==> src/rtl/evt_disp_pkg.sv <==
package evt_disp_pkg;

    // Number of fine bits folded away to get the coarse timestamp.
    localparam int FINE_W = 3;

    // Outcome of the lane search for the event presented this cycle.
    typedef enum logic [1:0] {
        ACT_PLACE = 2'd0,
        ACT_STALL = 2'd1,
        ACT_DROP  = 2'd2
    } place_act_e;

    // Lane reached after stepping forward from base, wrapping at n.
    function automatic int wrap_lane(int base, int step, int n);
        return (base + step) % n;
    endfunction

endpackage

==> src/rtl/evt_lane_fifo.sv <==
module evt_lane_fifo #(
    parameter int DEPTH = 4,
    parameter int W     = 24,
    localparam int PW    = (DEPTH > 1) ? $clog2(DEPTH) : 1,
    localparam int CNT_W = $clog2(DEPTH + 1)
) (
    input  logic             clk,
    input  logic             rst,
    input  logic             push,
    input  logic             pop,
    input  logic [W-1:0]     din,
    output logic [W-1:0]     dout,
    output logic [CNT_W-1:0] count,
    output logic             empty,
    output logic             full
);
    logic [W-1:0]  mem [DEPTH];
    logic [PW-1:0] wr_ptr;
    logic [PW-1:0] rd_ptr;
    logic          do_push;
    logic          do_pop;

    assign empty   = (count == '0);
    assign full    = (count == CNT_W'(DEPTH));
    assign do_push = push && !full;
    assign do_pop  = pop && !empty;
    assign dout    = mem[rd_ptr];

    function automatic logic [PW-1:0] ptr_next(logic [PW-1:0] p);
        return (p == PW'(DEPTH - 1)) ? '0 : p + 1'b1;
    endfunction

    always_ff @(posedge clk) begin
        if (rst) begin
            wr_ptr <= '0;
            rd_ptr <= '0;
            count  <= '0;
        end else begin
            if (do_push) begin
                mem[wr_ptr] <= din;
                wr_ptr      <= ptr_next(wr_ptr);
            end
            if (do_pop) begin
                rd_ptr <= ptr_next(rd_ptr);
            end
            case ({do_push, do_pop})
                2'b10:   count <= count + 1'b1;
                2'b01:   count <= count - 1'b1;
                default: count <= count;
            endcase
        end
    end
endmodule

==> src/rtl/evt_lane_select.sv <==
module evt_lane_select
    import evt_disp_pkg::*;
#(
    parameter int LANES = 8,
    parameter int CW    = 13,
    parameter int CNT_W = 3,
    parameter int HWM   = 2,
    localparam int LANE_W = $clog2(LANES)
) (
    input  logic [LANE_W-1:0]      cur,
    input  logic [CW-1:0]          coarse,
    input  logic [LANES*CW-1:0]    last_flat,
    input  logic [LANES-1:0]       last_vld,
    input  logic [LANES*CNT_W-1:0] counts,
    input  logic [LANES-1:0]       full,
    input  logic                   spread_en,
    output place_act_e             act,
    output logic [LANE_W-1:0]      sel
);
    logic [LANES-1:0]  fits;
    logic [LANES-1:0]  below_hwm;
    logic [LANE_W-1:0] order [LANES];
    logic              fit_found;
    logic [LANE_W-1:0] fit_sel;
    logic              sp_found;
    logic [LANE_W-1:0] sp_sel;

    for (genvar i = 0; i < LANES; i++) begin : g_lane
        assign fits[i]      = !last_vld[i] || (coarse > last_flat[i*CW +: CW]);
        assign below_hwm[i] = counts[i*CNT_W +: CNT_W] < CNT_W'(HWM);
        assign order[i]     = LANE_W'(wrap_lane(int'(cur), i, LANES));
    end

    // Walk from the farthest lane back to the current one so that the
    // nearest qualifying lane in circular order is the one that remains.
    always_comb begin
        fit_found = 1'b0;
        fit_sel   = cur;
        sp_found  = 1'b0;
        sp_sel    = cur;
        for (int j = LANES - 1; j >= 0; j--) begin
            if (fits[order[j]]) begin
                fit_found = 1'b1;
                fit_sel   = order[j];
                if (below_hwm[order[j]]) begin
                    sp_found = 1'b1;
                    sp_sel   = order[j];
                end
            end
        end
    end

    always_comb begin
        if (spread_en && sp_found) begin
            act = ACT_PLACE;
            sel = sp_sel;
        end else if (fit_found) begin
            act = full[fit_sel] ? ACT_STALL : ACT_PLACE;
            sel = fit_sel;
        end else begin
            act = ACT_DROP;
            sel = cur;
        end
    end
endmodule

==> src/rtl/evt_min_free.sv <==
module evt_min_free #(
    parameter int LANES = 8,
    parameter int DEPTH = 4,
    localparam int CNT_W = $clog2(DEPTH + 1)
) (
    input  logic [LANES*CNT_W-1:0] counts,
    output logic [CNT_W-1:0]       min_free
);
    logic [CNT_W-1:0] peak;

    always_comb begin
        peak = '0;
        for (int i = 0; i < LANES; i++) begin
            if (counts[i*CNT_W +: CNT_W] > peak) begin
                peak = counts[i*CNT_W +: CNT_W];
            end
        end
    end

    assign min_free = CNT_W'(DEPTH) - peak;
endmodule

==> src/rtl/evt_lane_dispatcher.sv <==
module evt_lane_dispatcher
    import evt_disp_pkg::*;
#(
    parameter int LANES  = 8,
    parameter int DEPTH  = 4,
    parameter int TS_W   = 16,
    parameter int DATA_W = 8,
    parameter int HWM    = 2,
    localparam int CW     = TS_W - FINE_W,
    localparam int LANE_W = $clog2(LANES),
    localparam int CNT_W  = $clog2(DEPTH + 1),
    localparam int EW     = TS_W + DATA_W
) (
    input  logic                    clk,
    input  logic                    rst,
    input  logic                    spread_en,
    input  logic                    in_valid,
    output logic                    in_ready,
    input  logic [TS_W-1:0]         in_ts,
    input  logic [DATA_W-1:0]       in_data,
    output logic                    seq_err,
    output logic [LANES-1:0]        lane_valid,
    input  logic [LANES-1:0]        lane_pop,
    output logic [LANES*TS_W-1:0]   lane_ts,
    output logic [LANES*DATA_W-1:0] lane_data,
    output logic [CNT_W-1:0]        min_free
);
    logic [LANE_W-1:0]      cur_q;
    logic [CW-1:0]          last_q [LANES];
    logic [LANES-1:0]       last_vld_q;
    logic [LANES*CW-1:0]    last_flat;
    logic [LANES*CNT_W-1:0] counts;
    logic [LANES-1:0]       lane_full;
    logic [LANES-1:0]       lane_empty;
    logic [LANES-1:0]       wr_en;
    logic [CW-1:0]          in_coarse;
    place_act_e             act;
    logic [LANE_W-1:0]      sel;
    logic                   accept;
    logic                   place_ok;

    assign in_coarse = in_ts[TS_W-1:FINE_W];
    assign in_ready  = (act != ACT_STALL);
    assign accept    = in_valid && in_ready;
    assign place_ok  = accept && (act == ACT_PLACE);

    evt_lane_select #(
        .LANES (LANES),
        .CW    (CW),
        .CNT_W (CNT_W),
        .HWM   (HWM)
    ) u_select (
        .cur       (cur_q),
        .coarse    (in_coarse),
        .last_flat (last_flat),
        .last_vld  (last_vld_q),
        .counts    (counts),
        .full      (lane_full),
        .spread_en (spread_en),
        .act       (act),
        .sel       (sel)
    );

    for (genvar i = 0; i < LANES; i++) begin : g_lanes
        logic [EW-1:0] head;

        assign last_flat[i*CW +: CW] = last_q[i];
        assign wr_en[i]              = place_ok && (sel == LANE_W'(i));

        evt_lane_fifo #(
            .DEPTH (DEPTH),
            .W     (EW)
        ) u_fifo (
            .clk   (clk),
            .rst   (rst),
            .push  (wr_en[i]),
            .pop   (lane_pop[i]),
            .din   ({in_ts, in_data}),
            .dout  (head),
            .count (counts[i*CNT_W +: CNT_W]),
            .empty (lane_empty[i]),
            .full  (lane_full[i])
        );

        assign lane_valid[i]                  = !lane_empty[i];
        assign lane_ts[i*TS_W +: TS_W]        = head[EW-1:DATA_W];
        assign lane_data[i*DATA_W +: DATA_W]  = head[DATA_W-1:0];
    end

    evt_min_free #(
        .LANES (LANES),
        .DEPTH (DEPTH)
    ) u_min_free (
        .counts   (counts),
        .min_free (min_free)
    );

    always_ff @(posedge clk) begin
        if (rst) begin
            cur_q      <= '0;
            last_vld_q <= '0;
            seq_err    <= 1'b0;
            for (int i = 0; i < LANES; i++) begin
                last_q[i] <= '0;
            end
        end else begin
            seq_err <= accept && (act == ACT_DROP);
            if (place_ok) begin
                cur_q           <= sel;
                last_q[sel]     <= in_coarse;
                last_vld_q[sel] <= 1'b1;
            end
        end
    end
endmodule

==> config.mk <==
export PLATFORM = sky130hd
export DESIGN_NAME = evt_lane_dispatcher
export DESIGN_NICKNAME = d
export VERILOG_FILES = /design/src/rtl/evt_disp_pkg.sv /design/src/rtl/evt_lane_fifo.sv /design/src/rtl/evt_lane_select.sv /design/src/rtl/evt_min_free.sv /design/src/rtl/evt_lane_dispatcher.sv
export SDC_FILE = /design/constraint.sdc
export NUM_CORES = 1
export LEC_CHECK = 0
export BUFFER_PORTS_ARGS = -buffer_cell sky130_fd_sc_hd__buf_2
export CAP_MARGIN = 30
export CELL_PAD_IN_SITES_DETAIL_PLACEMENT = 1
export CELL_PAD_IN_SITES_GLOBAL_PLACEMENT = 2
export CORE_ASPECT_RATIO = 0.75
export CORE_UTILIZATION = 49
export CTS_CLUSTER_DIAMETER = 80
export DETAILED_ROUTE_END_ITERATION = 12
export PLACE_DENSITY = 0.83
export SYNTH_ARGS = -nofsm -noshare
export SYNTH_HDL_FRONTEND = slang
export SYNTH_SLANG_ARGS = --single-unit
==> constraint.sdc <==
create_clock -name clk -period 19.7 [get_ports clk]
set_clock_uncertainty 0.15 [all_clocks]
set_input_delay 1.97 -clock clk [delete_from_list [all_inputs] [get_ports clk]]
set_output_delay 1.97 -clock clk [all_outputs]
set_load 0.05 [all_outputs]
==> results of run 1 <==
[state kept, by name, summed over array words and instances, names as in the netlist, named ones only]
signal / cells
cur_q: 3
g_lanes.u_fifo.count: 24
g_lanes.u_fifo.mem: 768
g_lanes.u_fifo.rd_ptr: 16
g_lanes.u_fifo.wr_ptr: 16
last_q: 104
last_vld_q: 8
seq_err: 1
[how the worst max path moves through the flow]
| stage | slack (ns) | cells past startpoint | from | end |
|---|---|---|---|---|
| after CTS | 7.64 | 44 | g_lanes[0].u_fifo.count[1]$_SDFFE_PP0P_ | min_free[2] |
| after global routing | 6.90 | 44 | g_lanes[0].u_fifo.count[1]$_SDFFE_PP0P_ | min_free[2] |
| after floorplan | 9.41 | 43 | g_lanes[0].u_fifo.count[1]$_SDFFE_PP0P_ | min_free[2] |
| after global placement | 9.15 | 44 | g_lanes[0].u_fifo.count[1]$_SDFFE_PP0P_ | min_free[2] |
| final | 7.70 | 44 | g_lanes[0].u_fifo.count[1]$_SDFFE_PP0P_ | min_free[2] |
| after detailed placement | 8.43 | 44 | g_lanes[0].u_fifo.count[1]$_SDFFE_PP0P_ | min_free[2] |
[power by group through the flow]
stage | Clock (mW) | Combinational [mW] | Sequential, mW
after detailed placement | 0 | 2.36 | 2.46
after global routing | 1.92 | 2.58 | 2.41
after global placement | 0 | 2.25 | 2.45
after floorplan | 0 | 1.84 | 2.38
after CTS | 1.86 | 2.37 | 2.41
final | 1.83 | 2.38 | 2.39
[routing by layer]
layer	GRT usage	routed length [µm]	vias to the layer above
met2	0.445	55400	704
met5	0	0	-
met4	0.0668	2600	0
met1	0.346	46300	12600
li1	-	-	10400
met3	0.0345	5570	149
[layout make-up]
cell class,instances,area share
tap,1116,0.0295
inverter,186,0.0148
sequential,956,0.589
timing repair buffer,304,0.0370
clock buffer,108,0.0506
multi-input combinational,1282,0.263
clock inverter,65,0.0158
[stage by stage]
| stage | hold WS [ns] | utilization | total power, mW | worst slack (ns) |
|---|---|---|---|---|
| 6_report | 0.328 | 0.571 | 6.61 | 7.70 |
| 5_1_grt | 0.352 | 0.571 | 6.91 | 6.90 |
| 3_5_place_dp | 0.324 | 0.532 | 4.81 | 8.43 |
| 4_1_cts | 0.334 | 0.570 | 6.65 | 7.64 |
| 3_3_place_gp | 0.311 | 0.531 | 4.70 | 9.15 |
| 2_1_floorplan | 0.289 | - | 4.22 | 9.41 |
[layout by cell type, fill, tap and decap left out, types with 12 or more instances in the layout]
| master | synthesis | final |
|---|---|---|
| inv_1 | 183 | 183 |
| mux2_2 | 12 | 12 |
| a21o_1 | 16 | 16 |
| mux2i_1 | 24 | 24 |
| clkinv_2 | 0 | 17 |
| dfxtp_1 | 84 | 76 |
| a21oi_1 | 108 | 108 |
| ha_1 | 176 | 176 |
| buf_2 | 4 | 240 |
| nor2_1 | 97 | 97 |
| and2_1 | 137 | 137 |
| buf_4 | 4 | 59 |
| nand3_1 | 51 | 51 |
| and3_1 | 12 | 12 |
| nand2_1 | 70 | 70 |
| nand4_1 | 26 | 26 |
| o21ai_0 | 46 | 46 |
| or3_1 | 18 | 18 |
| nor3_1 | 38 | 38 |
| clkbuf_16 | 0 | 93 |
| mux4_2 | 199 | 199 |
| xor2_1 | 19 | 19 |
| nand2b_1 | 18 | 18 |
| clkinv_1 | 2 | 24 |
| edfxtp_1 | 872 | 872 |
| clkbuf_1 | 51 | 14 |
| a31oi_1 | 17 | 17 |
| bufinv_16 | 0 | 13 |
| a211oi_1 | 12 | 12 |
[worst max-delay path, delay by kind of cell, from the launching register on]
kind / cells / cell delay [ns]
AND/OR/NAND/NOR: 2 / 0.22
XOR/XNOR: 1 / 0.12
AO/OA/AOI/OAI: 22 / 4.17
multiplexers: 5 / 1.31
buffers and inverters: 6 / 0.68
flip-flops: 1 / 0.42
adder cells (fa/ha/maj): 8 / 2.34
[cells by family after synthesis]
group | share of synthesized area
mux | 0.118
flops | 0.674
compound gates | 0.0488
xor+xnor | 0.00529
simple gates | 0.0706
fa+ha+maj | 0.0571
buf+inv | 0.0260
==> out/summary.txt, run 1 <==
DR iter-0 viols: 1802
Die height: 254 µm
Register bit count reported by yosys: 956
CP required: 17.58 ns
Top FF cell, synth: edfxtp_1
Remaining DRCs: 0
Crit path arrival time: 9.88 ns
Hold path cells: 2
Yosys top cell by area: edfxtp_1
Post-Syn Nets: 2739
Cells after Synth: 2519
Die Span X: 337 µm
Crit-path max FO: 6
Clock insertion delay at the later pin of the skew report: 0.66 ns
Largest net degree at the start of global routing: 62
Max Slew Vio Count: 0
Register clock-pin slew on the reported worst setup and hold paths: 0.06 ns
CTS tree: done
Initial antenna violation count: 1
Setup TNS: 0 ns
DP Area: 0.0441 mm²
IO Pins: 241
CP peak stage delay: 0.42 ns
Setup Viol. Count Final: 0
Number of synthesized flops with an enable pin: 872
Area of the core: 0.0829 mm²
Starting Density: 0.499
Cell area power density: 140 mW/mm²
Clk buf depth: 3
Total Wirelength: 110000 µm
# rows: 91
Seq pwr share: 0.362
Max stage delay cell, worst path: dfxtp_1
Min-delay src: last_vld_q[4]$_SDFFE_PP0P_
Maximum vdd drop: 0.000539 V
GRT Total Usage: 0.258
Via count: 23900
Rel. slew slack: 0.268
Sequential fraction of the synthesis area: 0.674
Clock Power Share: 0.277
RSZ-0062 raised after global routing: false
MaxCap Viol Count: 0
Most frequent CP cell: ha_1
Routability Congestion: 0.899
Number of global-route vias before repair: 25600
Reg2Reg Capture Point: g_lanes[7].u_fifo.mem[0][7]$_DFFE_PP_
Worst min path class: reg -> reg
Cell area after layout: 0.0473 mm²
I/O Buffers: 240
Worst Hold End: last_vld_q[4]$_SDFFE_PP0P_
Hold Fails Final Rpt: 0
Via density: 5.94
Routed Antenna Nets: 0
Synth top cells by count: edfxtp_1, mux4_2, inv_1, ha_1, and2_1
WL/cell: 27.4 µm
Non-Filler Instances: 4017
Num CTS Buffers: 92
FFs w/ async S/R, synth: 0
Full die area: 0.0856 mm²
Post_cts resized: 0
Top cell type's share of synthesized area: 0.633
Root buf cell: clkbuf_16
Cell internal pwr: 4.13 mW
Most frequent cell after synthesis: edfxtp_1
Number of library cell types mapped by synthesis: 89
Layout cells sized above 1: 0.240
Synth warnings: 0
Layout fillers: 7774
H-tree levels: 3
Worst-case reg-to-reg path depth: 17
Startpoint types: flop
Reg2reg start: cur_q[0]$_SDFFE_PP0P_
Worst setup EP type: output port
Net load switching power: 2.48 mW
Nets@finish: 3042
R2R Setup Slk: 11.15 ns
Mapped Area: 0.0414 mm²
Tmin final: 12.00 ns
Outcome: finished, final reports clean
Placed Cells incl. Taps: 3840
Highest clock rate: 0.0833 GHz
Area of the multi-input gates: 0.0124 mm²
Clock sink total: 956
Sequential Area: 0.0279 mm²
Inserted Diodes: 0
Synth top area cells: edfxtp_1, mux4_2, ha_1, dfxtp_1, and2_1
Synth-to-Final Area Change: 14.3%
Detailed Place HPWL: 69800 µm
Leakage: 16.4 nW
Combinational share of power: 0.361
First-pass GRT wire length: 162000 µm
Critical path class: reg -> out
Worst Tran Pin Value: 1.10 ns
TritonRoute pass-1 iters: 5
Cts hold-fix bufs: 0
Global route overflow: 0
Postcts setup bufs: 0
Avg Cell Area, Syn: 16.4 µm²
Switching share of total power: 0.376
Final worst path period share: 0.609
(Power assumes the default switching activity.)
==> run 2: changes to the inputs <==
--- a/config.mk
+++ b/config.mk
@@ -10,10 +10,10 @@
 export CELL_PAD_IN_SITES_DETAIL_PLACEMENT = 1
 export CELL_PAD_IN_SITES_GLOBAL_PLACEMENT = 2
 export CORE_ASPECT_RATIO = 0.75
-export CORE_UTILIZATION = 49
+export CORE_UTILIZATION = 46
 export CTS_CLUSTER_DIAMETER = 80
 export DETAILED_ROUTE_END_ITERATION = 12
-export PLACE_DENSITY = 0.83
+export PLACE_DENSITY = 0.78
 export SYNTH_ARGS = -nofsm -noshare
 export SYNTH_HDL_FRONTEND = slang
 export SYNTH_SLANG_ARGS = --single-unit
==> constraint.sdc (replaced) <==
create_clock -name clk -period 11.5 [get_ports clk]
set_clock_uncertainty 0.15 [all_clocks]
set_input_delay 1.15 -clock clk [delete_from_list [all_inputs] [get_ports clk]]
set_output_delay 1.15 -clock clk [all_outputs]
set_load 0.05 [all_outputs]
==> run 2 against run 1 <==
  * Non-clock buffer count increased by 17
  * Routed wire length shrank 1.1%
  * Final cell count rose by 2.6%
  * Count of clock-buffer cells in the layout is 6 higher
  * Clock power up 77%
  * Critical path type unchanged
  * Hold slack improved by 0.0032 ns
  * Power increased by 76%
  * Flip-flop and latch count did not move
  * Setup slack got worse by 6.9 ns
==> out/summary.txt, run 2 (same netlist as run 1, synthesis figures left out) <==
Outcome: finished, final reports clean
Global route overflow: 0 (unchanged)
Sequential Area: 0.0279 mm² (unchanged)
Root buf cell: clkbuf_16
Cell area after layout: 0.0478 mm² (+1.1%)
Via density: 5.77 (-2.9%)
CP required: 10.20 ns (-7.38 ns)
Routed Antenna Nets: 0 (unchanged)
Cell internal pwr: 7.27 mW (+76%)
Synth-to-Final Area Change: 15.6%
Maximum vdd drop: 0.00286 V (+430%)
Most frequent CP cell: ha_1
Clk buf depth: 3 (unchanged)
Fin Hold WS: 0.331 ns (+0.00316 ns)
CTS tree: done
Area of the core: 0.0883 mm² (+6.6%)
Placed Cells incl. Taps: 3938 (+2.6%)
Reg2Reg Capture Point: g_lanes[5].u_fifo.mem[3][0]$_DFFE_PP_
Crit path arrival time: 9.41 ns (-0.47 ns)
RSZ-0062 raised after global routing: false
Highest clock rate: 0.0934 GHz
Num CTS Buffers: 94 (+2.2%)
Layout fillers: 8312 (+6.9%)
H-tree levels: 3 (unchanged)
Top reg by flops: g_lanes.u_fifo.mem
Final Core Density: 0.541 (-0.0293)
Die Span X: 348 µm (+3.2%)
Full die area: 0.0911 mm² (+6.5%)
Setup Viol. Count Final: 0 (unchanged)
Startpoint types: flop
Rel. slew slack: 0.259 (-0.00911)
Leading cell type in the layout, fill and taps excluded: edfxtp_1
First-pass GRT wire length: 161000 µm (-0.67%)
Max Slew Vio Count: 0 (unchanged)
Switching share of total power: 0.374 (-0.00145)
Number of global-route vias before repair: 24900 (-2.7%)
Worst Tran Pin Value: 1.11 ns (+0.00991 ns)
Min-delay src: last_vld_q[4]$_SDFFE_PP0P_
Reg2reg start: cur_q[0]$_SDFFE_PP0P_
Die height: 262 µm (+3.2%)
Worst setup EP type: output port
Clock insertion delay at the later pin of the skew report: 0.68 ns (+0.02 ns)
R2R Setup Slk: 3.72 ns (-7.43 ns)
TritonRoute pass-1 iters: 5 (unchanged)
Net load switching power: 4.35 mW (+75%)
Total Wirelength: 109000 µm (-1.1%)
Starting Density: 0.468 (-0.0307)
Tmin final: 10.71 ns
Worst min path class: reg -> reg
Worst Hold End: last_vld_q[4]$_SDFFE_PP0P_
Initial antenna violation count: 3 (+2)
Nets@finish: 3061 (+0.62%)
Max stage delay cell, worst path: dfxtp_1
Detailed Place HPWL: 71900 µm (+3.0%)
Hold path cells: 2 (unchanged)
Via count: 23800 (-0.39%)
Leakage: 16.6 nW (+1.1%)
Worst-case reg-to-reg path depth: 17 (unchanged)
Inserted Diodes: 0 (unchanged)
Clock Power Share: 0.279 (+0.002)
Seq pwr share: 0.349 (-0.013)
DR iter-0 viols: 1816 (+0.78%)
I/O Buffers: 240 (unchanged)
Critical path class: reg -> out
Hold Fails Final Rpt: 0 (unchanged)
Non-Filler Instances: 4122 (+2.6%)
Crit-path max FO: 6 (unchanged)
Clock sink total: 956 (unchanged)
WL/cell: 26.4 µm (-3.6%)
Combinational share of power: 0.372 (+0.011)
Cell area power density: 243 mW/mm² (+74%)
Register clock-pin slew on the reported worst setup and hold paths: 0.06 ns (about the same)
Area of the multi-input gates: 0.0125 mm² (+0.31%)
CP peak stage delay: 0.40 ns (-0.02 ns)
Largest net degree at the start of global routing: 50 (-19%)
DP Area: 0.0443 mm² (+0.56%)
Top Registers: g_lanes.u_fifo.mem (768), last_q (104), g_lanes.u_fifo.count (24)
Remaining DRCs: 0 (unchanged)
Layout cells sized above 1: 0.248 (+0.00820)
MaxCap Viol Count: 0 (unchanged)
Routability Congestion: 0.899 (about the same)
# rows: 94 (+3.3%)
GRT Total Usage: 0.239 (-0.0190)
Cts hold-fix bufs: 0 (unchanged)
Setup TNS: 0 ns (unchanged)
Most frequent cells in the layout: edfxtp_1, buf_2, mux4_2
IO Pins: 241 (unchanged)
Final worst path period share: 0.932
Max reg flops: 768 (unchanged)
-- run 2: final cells by class --
| cell class | count | share of cell area |
|---|---|---|
| well taps | 1200 | 0.0314 |
| repair buffers | 321 | 0.0416 |
| inverters | 186 | 0.0146 |
| flip-flops and latches | 956 | 0.583 |
| multi-input cells | 1282 | 0.261 |
| clock buffers | 114 | 0.0516 |
| clock inverters | 63 | 0.0170 |
-- run 2: timing repair --
action | in CTS | in global routing
setup endpoints to repair | 0 | 3
setup buffers | 0 | 0
resized for setup | 0 | 12
hold endpoints to repair | 0 | 0
-- run 2: how the worst max path moves through the flow --
| stage | start | to | slack [ns] | depth (start not counted) |
|---|---|---|---|---|
| after floorplan | g_lanes[0].u_fifo.count[1]$_SDFFE_PP0P_ | min_free[2] | 2.03 | 43 |
| after global placement | g_lanes[0].u_fifo.count[1]$_SDFFE_PP0P_ | min_free[2] | 1.83 | 44 |
| after detailed placement | g_lanes[0].u_fifo.count[1]$_SDFFE_PP0P_ | min_free[2] | 1.11 | 44 |
| after CTS | g_lanes[0].u_fifo.count[1]$_SDFFE_PP0P_ | min_free[2] | 0.33 | 44 |
| after global routing | g_lanes[0].u_fifo.count[1]$_SDFFE_PP0P_ | min_free[2] | 0.02 | 44 |
| final | g_lanes[0].u_fifo.count[1]$_SDFFE_PP0P_ | min_free[2] | 0.79 | 45 |
-- run 2: critical path, delay by kind of cell, from the launching register on --
family / cells / cell delay, ns
multiplexers: 4 / 0.96
flip-flops: 1 / 0.40
XOR/XNOR: 1 / 0.16
adder cells (fa/ha/maj): 8 / 2.31
buffers and inverters: 6 / 0.64
AND/OR/NAND/NOR: 3 / 0.34
AO/OA/AOI/OAI: 23 / 3.93
-- run 2: through the flow --
step / setup WS, ns / total power [mW]
after global placement: 1.83 / 8.07
after global routing: 0.0196 / 12.1
final: 0.788 / 11.6
after floorplan: 2.03 / 7.17
after detailed placement: 1.11 / 8.29
after CTS: 0.333 / 11.5
-- run 2: power groups by stage --
stage | registers [mW] | logic (mW) | clock network (mW)
6_report | 4.06 | 4.32 | 3.24
3_3_place_gp | 4.20 | 3.87 | 0
2_1_floorplan | 4.08 | 3.09 | 0
5_1_grt | 4.07 | 4.64 | 3.41
4_1_cts | 4.12 | 4.11 | 3.31
3_5_place_dp | 4.19 | 4.10 | 0
-- run 2: routing by layer --
metal | global-route usage | vias up | wire, µm
met1 | 0.343 | 12500 | 48700
met5 | 0 | - | 0
li1 | - | 10500 | -
met4 | 0.0624 | 0 | 2580
met3 | 0.0327 | 142 | 5720
met2 | 0.387 | 682 | 51600
==> run 3: changes to the inputs <==
--- a/config.mk
+++ b/config.mk
@@ -9,11 +9,11 @@
 export CAP_MARGIN = 30
 export CELL_PAD_IN_SITES_DETAIL_PLACEMENT = 1
 export CELL_PAD_IN_SITES_GLOBAL_PLACEMENT = 2
-export CORE_ASPECT_RATIO = 0.75
-export CORE_UTILIZATION = 46
+export CORE_ASPECT_RATIO = 2
+export CORE_UTILIZATION = 49
 export CTS_CLUSTER_DIAMETER = 80
 export DETAILED_ROUTE_END_ITERATION = 12
-export PLACE_DENSITY = 0.78
+export PLACE_DENSITY = 0.83
 export SYNTH_ARGS = -nofsm -noshare
 export SYNTH_HDL_FRONTEND = slang
 export SYNTH_SLANG_ARGS = --single-unit
==> constraint.sdc (replaced) <==
create_clock -name clk -period 13.6 [get_ports clk]
set_clock_uncertainty 0.15 [all_clocks]
set_input_delay 1.36 -clock clk [delete_from_list [all_inputs] [get_ports clk]]
set_output_delay 1.36 -clock clk [all_outputs]
set_load 0.05 [all_outputs]
==> run 3 against run 2 <==
  * Setup slack improved by 1.3 ns
  * Via count barely moved
  * Sequential share of layout area rose by 0.98 points
  * Die area fell by 6.0%
  * Register-to-register slack improved by 2.1 ns
  * Power fell by 20%
  * Sequential power fell by 15%
  * Count of clock-buffer cells in the layout fell by 10
==> out/summary.txt, run 3 (same netlist as run 1, synthesis figures left out) <==
I/O Buffers: 240 (unchanged)
Detailed Place HPWL: 76700 µm (+6.7%)
# rows: 150 (+60%)
Critical path class: reg -> out
DP Area: 0.0443 mm² (-0.13%)
Top reg by flops: g_lanes.u_fifo.mem
Worst Tran Pin Value: 1.03 ns (-0.0786 ns)
Area of the core: 0.0835 mm² (-5.4%)
Cell internal pwr: 5.75 mW (-21%)
Leading cell type in the layout, fill and taps excluded: edfxtp_1
Setup Viol. Count Final: 0 (unchanged)
Nets@finish: 3040 (-0.69%)
CP peak stage delay: 0.45 ns (+0.05 ns)
Register clock-pin slew on the reported worst setup and hold paths: 0.06 ns (about the same)
Met3 WL post-DR: 5050 µm (-12%)
Cell area after layout: 0.0470 mm² (-1.7%)
Root buf cell: clkbuf_16
Global route overflow: 0 (unchanged)
Clock Power Share: 0.254 (-0.025)
Cell area power density: 199 mW/mm² (-18%)
Highest clock rate: 0.0870 GHz
Crit path arrival time: 9.98 ns (+0.57 ns)
Tmin final: 11.49 ns
Rel. slew slack: 0.314 (+0.0549)
Critical Path Start: g_lanes[0].u_fifo.count[1]$_SDFFE_PP0P_
Num CTS Buffers: 82 (-13%)
Outcome: finished, final reports clean
Routed met1 length: 41300 µm (-15%)
Worst-case reg-to-reg path depth: 24 (+7)
Layout fillers: 7776 (-6.4%)
Postcts setup bufs: 0 (unchanged)
Routability Congestion: 0.883 (-1.8%)
H-tree levels: 3 (unchanged)
Number of global-route vias before repair: 26200 (+5.2%)
Crit-path max FO: 6 (unchanged)
Highest routed metal layer: met5
Clock insertion delay at the later pin of the skew report: 0.67 ns (about the same)
Via density: 6.02 (+4.3%)
Layout cells sized above 1: 0.241 (-0.00789)
GRT Total Usage: 0.272 (+0.0331)
Remaining DRCs: 0 (unchanged)
MaxCap Viol Count: 0 (unchanged)
Total Wirelength: 115000 µm (+5.7%)
Starting Density: 0.495 (+0.0270)
R2R Setup Slk: 5.78 ns (+2.06 ns)
Non-Filler Instances: 3953 (-4.1%)
Startpoint types: flop
Reg2reg start: cur_q[0]$_SDFFE_PP0P_
Seq pwr share: 0.370 (+0.021)
Most frequent CP cell: ha_1
WL/cell: 29.1 µm (+10%)
RSZ-0062 raised after global routing: false
Met2 wire length: 63300 µm (+23%)
Synth-to-Final Area Change: 13.7%
Via count: 23800 (+0.067%)
Initial antenna violation count: 2 (-1)
Setup crit end: min_free[2]
DR iter-0 viols: 1610 (-11%)
Combinational share of power: 0.376 (+0.004)
Worst setup EP type: output port
Placed Cells incl. Taps: 3796 (-3.6%)
Inserted Diodes: 0 (unchanged)
First-pass GRT wire length: 169000 µm (+5.2%)
Setup TNS: 0 ns (unchanged)
Clk buf depth: 3 (unchanged)
Post_cts resized: 0 (unchanged)
Worst min path class: reg -> reg
Largest net degree at the start of global routing: 56 (+12%)
Cts hold-fix bufs: 0 (unchanged)
Reg2Reg Capture Point: g_lanes[2].u_fifo.count[2]$_SDFFE_PP0P_
Full die area: 0.0856 mm² (-6.0%)
Max reg flops: 768 (unchanged)
CP required: 12.09 ns (+1.89 ns)
Max Slew Vio Count: 0 (unchanged)
Net load switching power: 3.58 mW (-18%)
Die Span X: 207 µm (-40%)
Final worst path period share: 0.845
Leakage: 16.3 nW (-1.7%)
CTS tree: done
IO Pins: 241 (unchanged)
Hold Fails Final Rpt: 0 (unchanged)
Most frequent cells in the layout: edfxtp_1, buf_2, mux4_2
TritonRoute pass-1 iters: 5 (unchanged)
Switching share of total power: 0.384 (+0.00956)
Routed Antenna Nets: 0 (unchanged)
Die height: 413 µm (+58%)
Clock sink total: 956 (unchanged)
Top Registers: g_lanes.u_fifo.mem (768), last_q (104), g_lanes.u_fifo.count (24)
Max stage delay cell, worst path: dfxtp_1
Maximum vdd drop: 0.00238 V (-17%)
## run 3: cell types whose count changed in the layout (fill, tap and decap cells not counted), sizes merged
| cell | change |
|---|---|
| inv | +5 |
| clkbuf | -10 |
| buf | -9 |
| bufinv | -11 |
| clkinv | -8 |
## run 3: critical path: cells and delay by family, from the launching register on
kind | cells | cell delay (ns)
mux | 5 | 1.25
compound gates | 22 | 4.26
buf+inv | 6 | 0.68
flops | 1 | 0.45
xor+xnor | 1 | 0.12
simple gates | 2 | 0.20
fa+ha+maj | 8 | 2.36
## run 3: final cells by class
cell class | instances | area (µm²) | area share
inverter | 186 | 698 | 0.0148
clock buffer | 104 | 2280 | 0.0485
sequential | 956 | 27900 | 0.593
multi-input combinational | 1282 | 12400 | 0.264
clock inverter | 49 | 409 | 0.00870
tap | 1064 | 1330 | 0.0283
timing repair buffer | 312 | 2000 | 0.0426
## run 3: worst min-delay path by stage
stage	to	slack (ns)	startpoint	cells after the start
CTS	last_vld_q[4]$_SDFFE_PP0P_	0.33	last_vld_q[4]$_SDFFE_PP0P_	2
detailed placement	last_vld_q[4]$_SDFFE_PP0P_	0.33	last_vld_q[4]$_SDFFE_PP0P_	2
floorplan	last_vld_q[4]$_SDFFE_PP0P_	0.29	last_vld_q[4]$_SDFFE_PP0P_	2
finish	last_vld_q[4]$_SDFFE_PP0P_	0.34	last_vld_q[4]$_SDFFE_PP0P_	2
global route	last_vld_q[4]$_SDFFE_PP0P_	0.37	last_vld_q[4]$_SDFFE_PP0P_	2
global placement	last_vld_q[4]$_SDFFE_PP0P_	0.32	last_vld_q[4]$_SDFFE_PP0P_	2
## run 3: through the flow
stage               hold WS, ns   util  total power [mW]  setup WS (ns)
floorplan                 0.289      -              6.09           3.92
global placement          0.319  0.526              6.82           3.77
detailed placement        0.327  0.530              7.02           2.88
CTS                       0.335  0.562              9.40           2.14
global route              0.371  0.563              9.73           1.27
finish                    0.339  0.563              9.33           2.11
## run 3: routing by layer
metal | track usage | vias to the layer above
met5 | 0 | -
met4 | 0.131 | 4
met3 | 0.0340 | 232
met2 | 0.515 | 772
met1 | 0.300 | 12400
li1 | - | 10400
## run 3: power by group through the flow
stage          Sequential, mW  Clock [mW]  Combinational (mW)
6_report                 3.46        2.37                3.51
4_1_cts                  3.49        2.42                3.49
2_1_floorplan            3.45           0                2.64
3_5_place_dp             3.55           0                3.47
3_3_place_gp             3.54           0                3.28
5_1_grt                  3.48        2.50                3.76
